==> config.mk <==
export PLATFORM = sky130hd
export DESIGN_NAME = segxlat_top
export DESIGN_NICKNAME = d
export VERILOG_FILES = /design/src/rtl/segxlat_pkg.sv /design/src/rtl/segxlat_fetch.sv /design/src/rtl/segxlat_check.sv /design/src/rtl/segxlat_top.sv
export SDC_FILE = /design/constraint.sdc
export NUM_CORES = 1
export LEC_CHECK = 0
export ABC_AREA = 1
export CORE_MARGIN = 4
export CORE_UTILIZATION = 35
export CTS_BUF_LIST = sky130_fd_sc_hd__clkbuf_16
export DETAILED_ROUTE_END_ITERATION = 10
export GPL_ROUTABILITY_DRIVEN = 0
export PLACE_DENSITY_LB_ADDON = 0.05
export SETUP_SLACK_MARGIN = 0.15
export SLEW_MARGIN = 20
export SYNTH_ARGS = -nofsm -noshare
export SYNTH_HDL_FRONTEND = slang
export SYNTH_SLANG_ARGS = --single-unit
==> constraint.sdc <==
create_clock -name clk -period 5.8 [get_ports clk]
set_clock_uncertainty 0.2 [all_clocks]
set_input_delay 1.16 -clock clk [delete_from_list [all_inputs] [get_ports clk]]
set_output_delay 1.16 -clock clk [all_outputs]
set_load 0.01 [all_outputs]
==> src/rtl/segxlat_pkg.sv <==
package segxlat_pkg;

    localparam int WORD_W      = 32;
    localparam int ENTRY_BYTES = 8;
    localparam int ENTRY_SH    = $clog2(ENTRY_BYTES);
    localparam int WORD_BYTES  = WORD_W / 8;
    localparam int LIM_LSB     = 8;

    typedef enum logic [1:0] {
        ACC_READ  = 2'b00,
        ACC_WRITE = 2'b01,
        ACC_EXEC  = 2'b10,
        ACC_RSVD  = 2'b11
    } acc_e;

    typedef enum logic [1:0] {
        FLT_NONE  = 2'b00,
        FLT_SEG   = 2'b01,
        FLT_LIMIT = 2'b10,
        FLT_PERM  = 2'b11
    } fault_e;

    typedef struct packed {
        logic x;
        logic w;
        logic r;
    } perm_t;

    function automatic perm_t perm_of(input logic [WORD_W-1:0] attr);
        return perm_t'(attr[2:0]);
    endfunction

    function automatic logic perm_ok(input perm_t p, input acc_e a);
        case (a)
            ACC_READ:  return p.r;
            ACC_WRITE: return p.w;
            ACC_EXEC:  return p.x;
            default:   return 1'b0;
        endcase
    endfunction

endpackage

==> src/rtl/segxlat_fetch.sv <==
module segxlat_fetch
    import segxlat_pkg::*;
#(
    parameter int SEG_W = 4
) (
    input  logic              clk,
    input  logic              rst,
    input  logic              start,
    input  logic [SEG_W-1:0]  idx,
    input  logic [WORD_W-1:0] tbase,
    output logic              done,
    output logic [WORD_W-1:0] ent_base,
    output logic [WORD_W-1:0] ent_attr,
    output logic              mem_req_valid,
    input  logic              mem_req_ready,
    output logic [WORD_W-1:0] mem_addr,
    input  logic              mem_rsp_valid,
    input  logic [WORD_W-1:0] mem_rdata
);

    typedef enum logic [1:0] {F_IDLE, F_REQ, F_WAIT, F_DONE} fetch_st_e;

    fetch_st_e         st_q;
    logic              second_q;
    logic [WORD_W-1:0] addr_q;
    logic [WORD_W-1:0] base_q;
    logic [WORD_W-1:0] attr_q;

    always_ff @(posedge clk) begin
        if (rst) begin
            st_q     <= F_IDLE;
            second_q <= 1'b0;
            addr_q   <= '0;
            base_q   <= '0;
            attr_q   <= '0;
        end else begin
            case (st_q)
                F_IDLE: begin
                    if (start) begin
                        addr_q   <= tbase + (WORD_W'(idx) << ENTRY_SH);
                        second_q <= 1'b0;
                        st_q     <= F_REQ;
                    end
                end
                F_REQ: begin
                    if (mem_req_ready) st_q <= F_WAIT;
                end
                F_WAIT: begin
                    if (mem_rsp_valid) begin
                        if (!second_q) begin
                            base_q   <= mem_rdata;
                            second_q <= 1'b1;
                            addr_q   <= addr_q + WORD_W'(WORD_BYTES);
                            st_q     <= F_REQ;
                        end else begin
                            attr_q <= mem_rdata;
                            st_q   <= F_DONE;
                        end
                    end
                end
                default: st_q <= F_IDLE;
            endcase
        end
    end

    assign done          = (st_q == F_DONE);
    assign mem_req_valid = (st_q == F_REQ);
    assign mem_addr      = addr_q;
    assign ent_base      = base_q;
    assign ent_attr      = attr_q;

    // read request held until accepted
    assert_memreq_hold_R9: assert property (@(posedge clk) disable iff (rst)
        (mem_req_valid && !mem_req_ready) |=> (mem_req_valid && $stable(mem_addr)));

endmodule

==> src/rtl/segxlat_check.sv <==
module segxlat_check
    import segxlat_pkg::*;
#(
    parameter int OFF_W = 16
) (
    input  logic [OFF_W-1:0]  off,
    input  acc_e              acc,
    input  logic [WORD_W-1:0] ent_base,
    input  logic [WORD_W-1:0] ent_attr,
    output fault_e            fault,
    output logic [WORD_W-1:0] paddr
);

    logic [OFF_W-1:0] lim;
    perm_t            perm;

    assign lim  = ent_attr[LIM_LSB +: OFF_W];
    assign perm = perm_of(ent_attr);

    always_comb begin
        if (off >= lim) begin
            fault = FLT_LIMIT;
        end else if (!perm_ok(perm, acc)) begin
            fault = FLT_PERM;
        end else begin
            fault = FLT_NONE;
        end
        paddr = (fault == FLT_NONE) ? (ent_base + WORD_W'(off)) : '0;
    end

endmodule

==> src/rtl/segxlat_top.sv <==
module segxlat_top
    import segxlat_pkg::*;
#(
    parameter int SEG_W = 4,
    parameter int OFF_W = 16
) (
    input  logic              clk,
    input  logic              rst,
    input  logic [31:0]       tbl_base,
    input  logic [SEG_W:0]    tbl_len,
    input  logic              req_valid,
    output logic              req_ready,
    input  logic [SEG_W-1:0]  req_seg,
    input  logic [OFF_W-1:0]  req_off,
    input  logic [1:0]        req_acc,
    output logic              mem_req_valid,
    input  logic              mem_req_ready,
    output logic [31:0]       mem_addr,
    input  logic              mem_rsp_valid,
    input  logic [31:0]       mem_rdata,
    output logic              rsp_valid,
    input  logic              rsp_ready,
    output logic [31:0]       rsp_paddr,
    output logic [1:0]        rsp_fault
);

    typedef enum logic [1:0] {T_IDLE, T_BOUND, T_FETCH, T_RESP} top_st_e;

    top_st_e           st_q;
    logic [SEG_W-1:0]  seg_q;
    logic [OFF_W-1:0]  off_q;
    acc_e              acc_q;
    logic [WORD_W-1:0] tbase_q;
    logic [SEG_W:0]    len_q;
    fault_e            fault_q;
    logic [WORD_W-1:0] paddr_q;

    logic              in_range;
    logic              f_start;
    logic              f_done;
    logic [WORD_W-1:0] ent_base;
    logic [WORD_W-1:0] ent_attr;
    fault_e            chk_fault;
    logic [WORD_W-1:0] chk_paddr;

    assign in_range = ({1'b0, seg_q} < len_q);
    assign f_start  = (st_q == T_BOUND) && in_range;

    segxlat_fetch #(.SEG_W(SEG_W)) fetch_i (
        .clk           (clk),
        .rst           (rst),
        .start         (f_start),
        .idx           (seg_q),
        .tbase         (tbase_q),
        .done          (f_done),
        .ent_base      (ent_base),
        .ent_attr      (ent_attr),
        .mem_req_valid (mem_req_valid),
        .mem_req_ready (mem_req_ready),
        .mem_addr      (mem_addr),
        .mem_rsp_valid (mem_rsp_valid),
        .mem_rdata     (mem_rdata)
    );

    segxlat_check #(.OFF_W(OFF_W)) check_i (
        .off      (off_q),
        .acc      (acc_q),
        .ent_base (ent_base),
        .ent_attr (ent_attr),
        .fault    (chk_fault),
        .paddr    (chk_paddr)
    );

    always_ff @(posedge clk) begin
        if (rst) begin
            st_q    <= T_IDLE;
            seg_q   <= '0;
            off_q   <= '0;
            acc_q   <= ACC_READ;
            tbase_q <= '0;
            len_q   <= '0;
            fault_q <= FLT_NONE;
            paddr_q <= '0;
        end else begin
            case (st_q)
                T_IDLE: begin
                    if (req_valid) begin
                        seg_q   <= req_seg;
                        off_q   <= req_off;
                        acc_q   <= acc_e'(req_acc);
                        tbase_q <= tbl_base;
                        len_q   <= tbl_len;
                        st_q    <= T_BOUND;
                    end
                end
                T_BOUND: begin
                    if (in_range) begin
                        st_q <= T_FETCH;
                    end else begin
                        fault_q <= FLT_SEG;
                        paddr_q <= '0;
                        st_q    <= T_RESP;
                    end
                end
                T_FETCH: begin
                    if (f_done) begin
                        fault_q <= chk_fault;
                        paddr_q <= chk_paddr;
                        st_q    <= T_RESP;
                    end
                end
                default: begin
                    if (rsp_ready) st_q <= T_IDLE;
                end
            endcase
        end
    end

    assign req_ready = (st_q == T_IDLE);
    assign rsp_valid = (st_q == T_RESP);
    assign rsp_paddr = paddr_q;
    assign rsp_fault = fault_q;

    // no descriptor read for an out-of-range index
    assert_no_oob_fetch_R2: assert property (@(posedge clk) disable iff (rst)
        mem_req_valid |-> ({1'b0, seg_q} < len_q));

    // a faulted response carries no address
    assert_fault_zero_addr_R5: assert property (@(posedge clk) disable iff (rst)
        (rsp_valid && rsp_fault != FLT_NONE) |-> (rsp_paddr == '0));

    // response held while the consumer stalls
    assert_rsp_hold_R8: assert property (@(posedge clk) disable iff (rst)
        (rsp_valid && !rsp_ready) |=> (rsp_valid && $stable(rsp_paddr) && $stable(rsp_fault)));

    // one request in flight
    assert_single_flight_R8: assert property (@(posedge clk) disable iff (rst)
        (req_valid && req_ready) |=> !req_ready);

    // descriptor reads only while a fetch is pending, never with a response up
    assert_no_read_during_rsp_R2: assert property (@(posedge clk) disable iff (rst)
        rsp_valid |-> !mem_req_valid);

endmodule

== Yosys cells after proc, flatten, opt, wreduce, memory -nomap -nowiden ==
Index checks and enable logic that the tools add are counted.
Word-level totals
  logic and storage cells: 78
  bits of input ports: 97
  bits in registers: 186
Operators by class
  equal/unequal tests: 15
  bitwise operators: 1
  reduce and logical (&&, ||, !) cells: 16
  $lt $le $gt $ge: 2
  multiplexer cells: 28
  add/subtract/negate cells: 3
Operator list (count)
  $mux W32: 6
  $pmux W32 S2: 2
  $add A32 B16 Y32: 1
  $add A32 B3 Y32 const B: 1
  $add A32 B7 Y32: 1
  $mux W2: 11
  $reduce_and A3 Y1: 6
  $ge A16 B16 Y1: 1
  $ne A2 B2 Y1 const B: 6
  $pmux W2 S3: 2
  $eq A2 B2 Y1 const B: 5
  $logic_not A2 Y1: 4
  $eq A2 B1 Y1 const B: 3
  $lt A4 B5 Y1: 1
  $mux W1: 4
  $pmux W2 S2: 1
  $reduce_and A4 Y1: 1
  $reduce_bool A2 Y1: 2
  $reduce_bool A4 Y1: 1
  $pmux W1 S3: 1
  $ne A2 B1 Y1 const B: 1
  $pmux W1 S2: 1
  $reduce_and A2 Y1: 1
  $logic_and A1 B1 Y1: 1
  $not A1 Y1: 1

== Depth between registers and ports, before layout ==
Gate-level depths: netlist of run 1.
  depth in word-level cells: 9
  gate-level depth with buffers: 15
  depth with buffers taken out: 14

== Cells and area by module ==
Synthesis of run 1 repeated with hierarchy kept, for this count alone.
Unflattened totals
  cells, all modules: 1842
  area, all modules: 11833.8 sq um
Modules (own cells, without submodules)
  segxlat_fetch: cells each 867, seq. area each 1981.9 sq um, times used 1, area each 5534.1 sq um
  segxlat_top: cells each 521, seq. area each 1901.8 sq um, times used 1, area each 3844.9 sq um
  segxlat_check: cells each 454, seq. area each 0.0 sq um, times used 1, area each 2454.9 sq um

== Least setup slack after synthesis of run 1 ==
No wires, ideal clock.
  path kind: input -> register
  from: input rst
  to: register fetch_i.addr_q[19] (netlist: fetch_i.mem_addr[19])
  path buffers: 3
  data required time: 5536 ps
  slack: 3452 ps
  stages: 6
  data arrival time: 2084 ps
  cells stage by stage: clkbuf_1 -> inv_1 -> clkbuf_1 -> buf_1 -> o21ai_0 -> nor2_1
RTL lines
  from (decl): line segxlat_top.sv:8  | input logic rst,
  to (signal assigned): line segxlat_fetch.sv:40  | addr_q <= tbase + (WORD_W'(idx) << ENTRY_SH);
  to (signal assigned): line segxlat_fetch.sv:53  | addr_q <= addr_q + WORD_W'(WORD_BYTES);
  to (decl): line segxlat_fetch.sv:25  | logic [WORD_W-1:0] addr_q;

== Final worst setup path of run 1 ==
  from: register fetch_i.st_q[1]
  to: register fetch_i.attr_q[22] (netlist: fetch_i.ent_attr[22])
On the way
  word-level cells in the longest chain between the ends: 2
RTL lines
  from (decl): line segxlat_fetch.sv:23  | fetch_st_e st_q;
  from (signal assigned): line segxlat_fetch.sv:31  | st_q <= F_IDLE;
  from (signal assigned): line segxlat_fetch.sv:42  | st_q <= F_REQ;
  from (signal assigned): line segxlat_fetch.sv:46  | if (mem_req_ready) st_q <= F_WAIT;
  $eq A2 B2 Y1: line segxlat_fetch.sv:37  | case (st_q)
  $reduce_and A3 Y1 (no line)
  to (signal assigned): line segxlat_fetch.sv:56  | attr_q <= mem_rdata;
  to (decl): line segxlat_fetch.sv:27  | logic [WORD_W-1:0] attr_q;
No other way between the ends.
A chain may end at the register's enable or synchronous reset.

==> impl_results.md, run 1 <==
- Critical path origin: fetch_i.st_q[1]
- Pwr Density: 343 nW/um^2
- Netlist cell types: 46
- Synth Net Count: 1746
- Synthesized area: 10500 um^2
- Launching point of the worst reg2reg path: fetch_i.st_q[1]
- CP Launch Type: register
- Die Ht: 182 um
- Critical setup path kind: reg2reg
- Unrepaired setup endpoints after global routing: no
- CTS sink count: 181
- IO Pins: 166
- Worst hold path class: reg2reg
- Dpl cells: 2105
- Residual DRC count: 0
- Worst skew pair latency: 0.44 ns
- Clock Power Share: 28.3%
- Slew HR: 31.0%
- Worst slew pin tran: 1.03 ns
- IO buf count: 165
- Cell count after synthesis: 1603
- Synth warnings: 0
- # H-tree levels: 4
- Count leader, synth: nand2_1
- Leakage dissipation: 5.39 nW
- Internal power: 2.75 mW
- Register area share after synthesis: 34.4%
- Max Cap Viol: 0
- GR Util All Layers: 20.4%
- Gate power share: 34.1%
- Crit path capture type: register
- Post-CTS Setup Inserts: 0
- Synth cell count leaders: 379 x nand2_1, 206 x nor2_1, 181 x dfxtp_1, 171 x inv_1, 152 x o21ai_0
- Max FO, Critical Path: 35
- ANT nets after route: 0
- Outcome: complete, no violations
- Post-synth EDFFs: 0
- Routed length per instance: 16.0 um
- Via/cell ratio: 4.88
- Switching power: 1.73 mW
- Final hold violation count: 0
- Hold_ws: 0.261 ns
- Shortest period the worst path allows: 3.29 ns
- Die W: 182 um
- Vias: 10.4k
- Sequential group share of total power: 37.6%
- TritonCTS buffer count: 17
- Mean post-synth cell area: 6.58 um^2
- Critical Path RT: 5.90 ns
- Synth async-reset ratio: 0%
- Layout cells sized above 1: 4.98%
- Largest net degree at the start of global routing: 91
- Nets: 1877
- Initial antenna violation count: 0
- CTS Hold Buffers Added: 0
- Synth area leader: dfxtp_1
- Tcrit/Tclk final: 56.7%
- DR iter-0 viols: 782
- Clock Tree Buf Depth: 2
- TNS Setup: 0 ns
- DIE AREA: 33000 um^2
- Vias in the first global route: 9594
- Net Sw Frac: 38.7%
- Routed wire length: 34100 um
- Core box area: 29600 um^2
- FP Rows: 63
- Worst vdd ir: 0.000403 V
- Pre-Repair DR Iteration Count: 5
- Largest cells by area after synthesis: dfxtp_1 34%, nand2_1 13%, nor2_1 7.3%
- Inserted Diodes: 0
- DP Wirelength: 26400 um
- Resized cells post-CTS: 0
- Worst endpoint data arrival time: 3.39 ns
- FF+latch count, synth: 181
- Grt ovf: 0
- First-pass GRT wire length: 53800 um
- Post-synth top area share: 34.4%
- Achievable Freq: 304 MHz
- Root Buffer Master: clkbuf_16
- TritonCTS clock tree: built
- Final cell count without fillers: 2137
- Fin. max-slew vios: 0
- Clock-pin slew on the worst setup and hold paths: 0.07 ns
- Final setup vio count: 0
- Top FF cell, synth: dfxtp_1
- Initial Util: 35.6%
- Min-Delay Startpoint: fetch_i.ent_attr[16]
- Area growth from synthesis to layout: 23.9%
final cells by class:
| class | count | area [um^2] |
|---|---|---|
| Fill cell | 3210 | 16600 |
| Multi-Input combinational cell | 1185 | 5960 |
| Sequential cell | 181 | 3620 |
| Timing Repair Buffer | 170 | 1680 |
| Inverter | 179 | 674 |
| Tap cell | 390 | 488 |
| Clock buffer | 17 | 425 |
| Clock inverter | 15 | 203 |
logic make-up (layout without fill, tap and decap cells):
group	after synthesis	after routing	synth area share, %
simple gates	781	781	32.2
compound gates	323	323	15.8
buf+inv	237	381	9.10
flops	181	181	34.4
fa+ha+maj	46	46	5.60
xor+xnor	33	33	2.74
mux	2	2	0.190
metrics by stage:
stage / power, mW / area [um^2] / util [%] / setup slack (ns)
4_1_cts: 4.52 / 13100 / 44.1 / 2.46
3_5_place_dp: 3.24 / 12400 / 41.9 / 2.47
5_1_grt: 4.79 / 13100 / 44.1 / 2.15
3_3_place_gp: 3.23 / 12400 / 41.9 / 2.54
6_report: 4.48 / 13100 / 44.1 / 2.51
2_1_floorplan: 2.69 / 10500 / - / 3.45
critical path, stage by stage, from the launching register on:
cell and delay [ns]:
dfxtp_1 0.43, inv_2 0.08, nor2_4 0.60, inv_2 0.47
nor2_1 0.22, nand2_1 0.60, o21ai_0 0.47, a21oi_1 0.07
placed cells by master (no fill, tap or decap), drive strengths merged, types with 8 or more instances in the layout:
cell and count:
clkdlybuf4s50 164, nor3 33, nor2 219, inv 186, dfxtp 181, nand3b 8, nand3 106, clkbuf 17
nand2 385, ha 44, o21ai 162, xor2 29, a21oi 149, nand4 20
sequential cells by signal, summed over array words and instances (netlist names):
signal	flops
rsp_paddr	32
fetch_i.mem_addr	32
tbase_q	32
st_q	2
fetch_i.st_q	2
fetch_i.ent_attr	19
seg_q	4
len_q	5
acc_q	2
fetch_i.second_q	1
rsp_fault	2
off_q	16
fetch_i.ent_base	32
layer usage:
layer / up-vias / track usage, % / share of wire, %
li1: 5453 / - / -
met1: 4667 / 32.5 / 53
met2: 277 / 28.7 / 40
met3: 24 / 3.37 / 6.0
met4: 0 / 3.63 / 0.86
met5: - / 0 / 0
power by group through the flow:
stage          clock network, mW  logic (mW)  registers, mW
3_3_place_gp                   0        1.52           1.71
2_1_floorplan                  0        1.05           1.64
4_1_cts                     1.30        1.54           1.68
5_1_grt                     1.34        1.73           1.72
3_5_place_dp                   0        1.53           1.71
6_report                    1.27        1.53           1.68
worst paths after layout:
| check | endpoint | slack [ns] | depth (start not counted) |
|---|---|---|---|
| worst max-delay path | fetch_i.ent_attr[22] | 2.51 | 7 |
| worst min-delay path | fetch_i.ent_attr[16] | 0.26 | 2 |
| worst max register to register | fetch_i.ent_attr[22] | 2.51 | 7 |
| worst min register to register | fetch_i.ent_attr[16] | 0.26 | 2 |
(Power assumes the default switching activity.)
==> inputs of run 2 (changes only) <==
clock period = 3.17 ns   (was 5.8 ns; I/O delays follow)
==> run 2 against run 1 <==
Net effect:
- setup slack worse by 2.0 ns
- critical path depth is 4 lower
- design area is 0.59% higher
- non-clock buffer count is 10 higher
- wire length is 1.5% higher
- clock-buffer cell count stayed put
- hold slack better by 0.0039 ns
- combinational power is 90% higher
- critical endpoint is now mem_req_valid
- highest routed layer unchanged
==> impl_results.md, run 2 (synthesis gave the netlist of run 1 again) <==
- Max FO, Critical Path: 6
- Max Cap Viol: 0
- Largest net degree at the start of global routing: 69
- DP Worst Slack: 0.598 ns
- Via/cell ratio: 4.90
- Resized cells post-CTS: 0
- Shortest period the worst path allows: 2.65 ns
- Final core utilization: 44.3%
- Initial Util: 35.6%
- # H-tree levels: 4
- Vias in the first global route: 9902
- Critical setup path kind: reg2out
- Worst endpoint data arrival time: 1.81 ns
- Residual DRC count: 0
- Layout cells sized above 1: 5.69%
- Unrepaired setup endpoints after global routing: no
- Worst setup margin: 0.523 ns
- Pwr Density: 619 nW/um^2
- Die W: 182 um
- Commonest non-fill, non-tap cell in the layout: nand2_1
- Commonest non-fill, non-tap cells in the layout: 378 x nand2_1, 206 x nor2_1, 181 x dfxtp_1
- Crit path capture type: primary output
- Final setup vio count: 0
- Fin. max-slew vios: 0
- Worst slew pin tran: 0.748 ns
- FP Rows: 63
- Achievable Freq: 378 MHz
- Dpl cells: 2115
- Clock Power Share: 26.7%
- CTS sink count: 181
- Top Family by Delay on Critical Path: buffers and inverters
- First-pass GRT wire length: 55000 um
- Root Buffer Master: clkbuf_16
- Routed wire length: 34600 um
- Initial antenna violation count: 0
- DP Area: 12600 um^2
- Post-CTS Setup Inserts: 0
- Area growth from synthesis to layout: 24.6%
- DP Wirelength: 27300 um
- Pre-Repair DR Iteration Count: 5
- Final cell count without fillers: 2147
- Critical Path RT: 2.34 ns
- Gate power share: 35.7%
- Tcrit/Tclk final: 83.5%
- GR Util All Layers: 20.7%
- Routed length per instance: 16.1 um
- Vias: 10.5k
- Crit-path cells: inv_1 > nor2_1 > clkdlybuf4s50_1
- TritonCTS buffer count: 17
- Grt ovf: 0
- DR iter-0 viols: 829
- ANT nets after route: 0
- Switching power: 3.32 mW
- CP Launch Type: register
- Inserted Diodes: 0
- Nets: 1887
- Clock-pin slew on the worst setup and hold paths: 0.08 ns
- Sequential group share of total power: 37.7%
- Final hold violation count: 0
- TNS Setup: 0 ns
- Slew HR: 50.1%
- Worst skew pair latency: 0.45 ns
- Worst hold path class: reg2reg
- Core box area: 29600 um^2
- Internal power: 4.81 mW
- DIE AREA: 33000 um^2
- IO buf count: 165
- Net Sw Frac: 40.9%
- Worst Path Buf+Inv: 2
- Post-route design area: 13100 um^2
- Die Ht: 182 um
- Outcome: complete, no violations
- Worst vdd ir: 0.000399 V
- Slowest CP cell: clkdlybuf4s50_1
- Leakage dissipation: 5.44 nW
- TritonCTS clock tree: built
- CTS Hold Buffers Added: 0
- Clock Tree Buf Depth: 2
- IO Pins: 166
- CP max stage delay: 0.59 ns
==> run 2: cell types whose count changed in the layout (fill, tap and decap cells not counted), moves of 2 or more <==
cell       before  now
inv_1         172  170
clkinv_8        0    2
buf_12          0    4
bufinv_16       4    0
inv_8           1    5
buf_4           5   11
==> run 2: worst paths after layout <==
kind / startpoint / to / depth (start not counted) / slack (ns)
worst max register to register: off_q[0] / rsp_paddr[20] / 13 / 0.74
worst min register to register: fetch_i.ent_attr[1] / fetch_i.ent_attr[1] / 2 / 0.26
worst max-delay path: fetch_i.st_q[0] / mem_req_valid / 3 / 0.52
worst min-delay path: fetch_i.ent_attr[1] / fetch_i.ent_attr[1] / 2 / 0.26
==> run 2: metrics by stage <==
step / hold slack, ns / total power [mW]
final: 0.265 / 8.13
after global routing: 0.281 / 8.66
after CTS: 0.264 / 8.17
after detailed placement: 0.252 / 5.99
after global placement: 0.247 / 5.99
after floorplan: 0.230 / 4.92
==> run 2: power by group through the flow <==
stage / clock network (mW) / registers, mW / logic (mW)
floorplan: 0 / 3.01 / 1.91
global placement: 0 / 3.11 / 2.89
detailed placement: 0 / 3.11 / 2.89
CTS: 2.21 / 3.06 / 2.90
global route: 2.29 / 3.12 / 3.26
finish: 2.17 / 3.06 / 2.90
==> run 2: routing by layer <==
layer | vias to the layer above | GRT usage, % | wire [um]
met1 | 4760 | 33.2 | 18800
met5 | - | 0 | 0
met2 | 270 | 29.1 | 13600
met3 | 27 | 2.86 | 1740
met4 | 0 | 4.44 | 454
li1 | 5474 | - | -
==> run 2: worst reg2reg max path, cell delays in order (launching register included) <==
cell      delay, ns
dfxtp_1        0.42
ha_1           0.23
inv_1          0.06
fa_1           0.40
inv_1          0.11
nand3_1        0.07
nand3_1        0.14
nand3b_1       0.09
nand3_1        0.18
nand2_1        0.13
nand2_1        0.07
nand2_1        0.05
nand3_1        0.07
a21oi_1        0.06
==> run 2: cell type report <==
class / count / area [um^2]
clock buffers: 17 / 425
clock inverters: 15 / 155
fillers: 3222 / 16500
inverters: 179 / 674
multi-input cells: 1185 / 5960
flip-flops and latches: 181 / 3620
well taps: 390 / 488
repair buffers: 180 / 1810
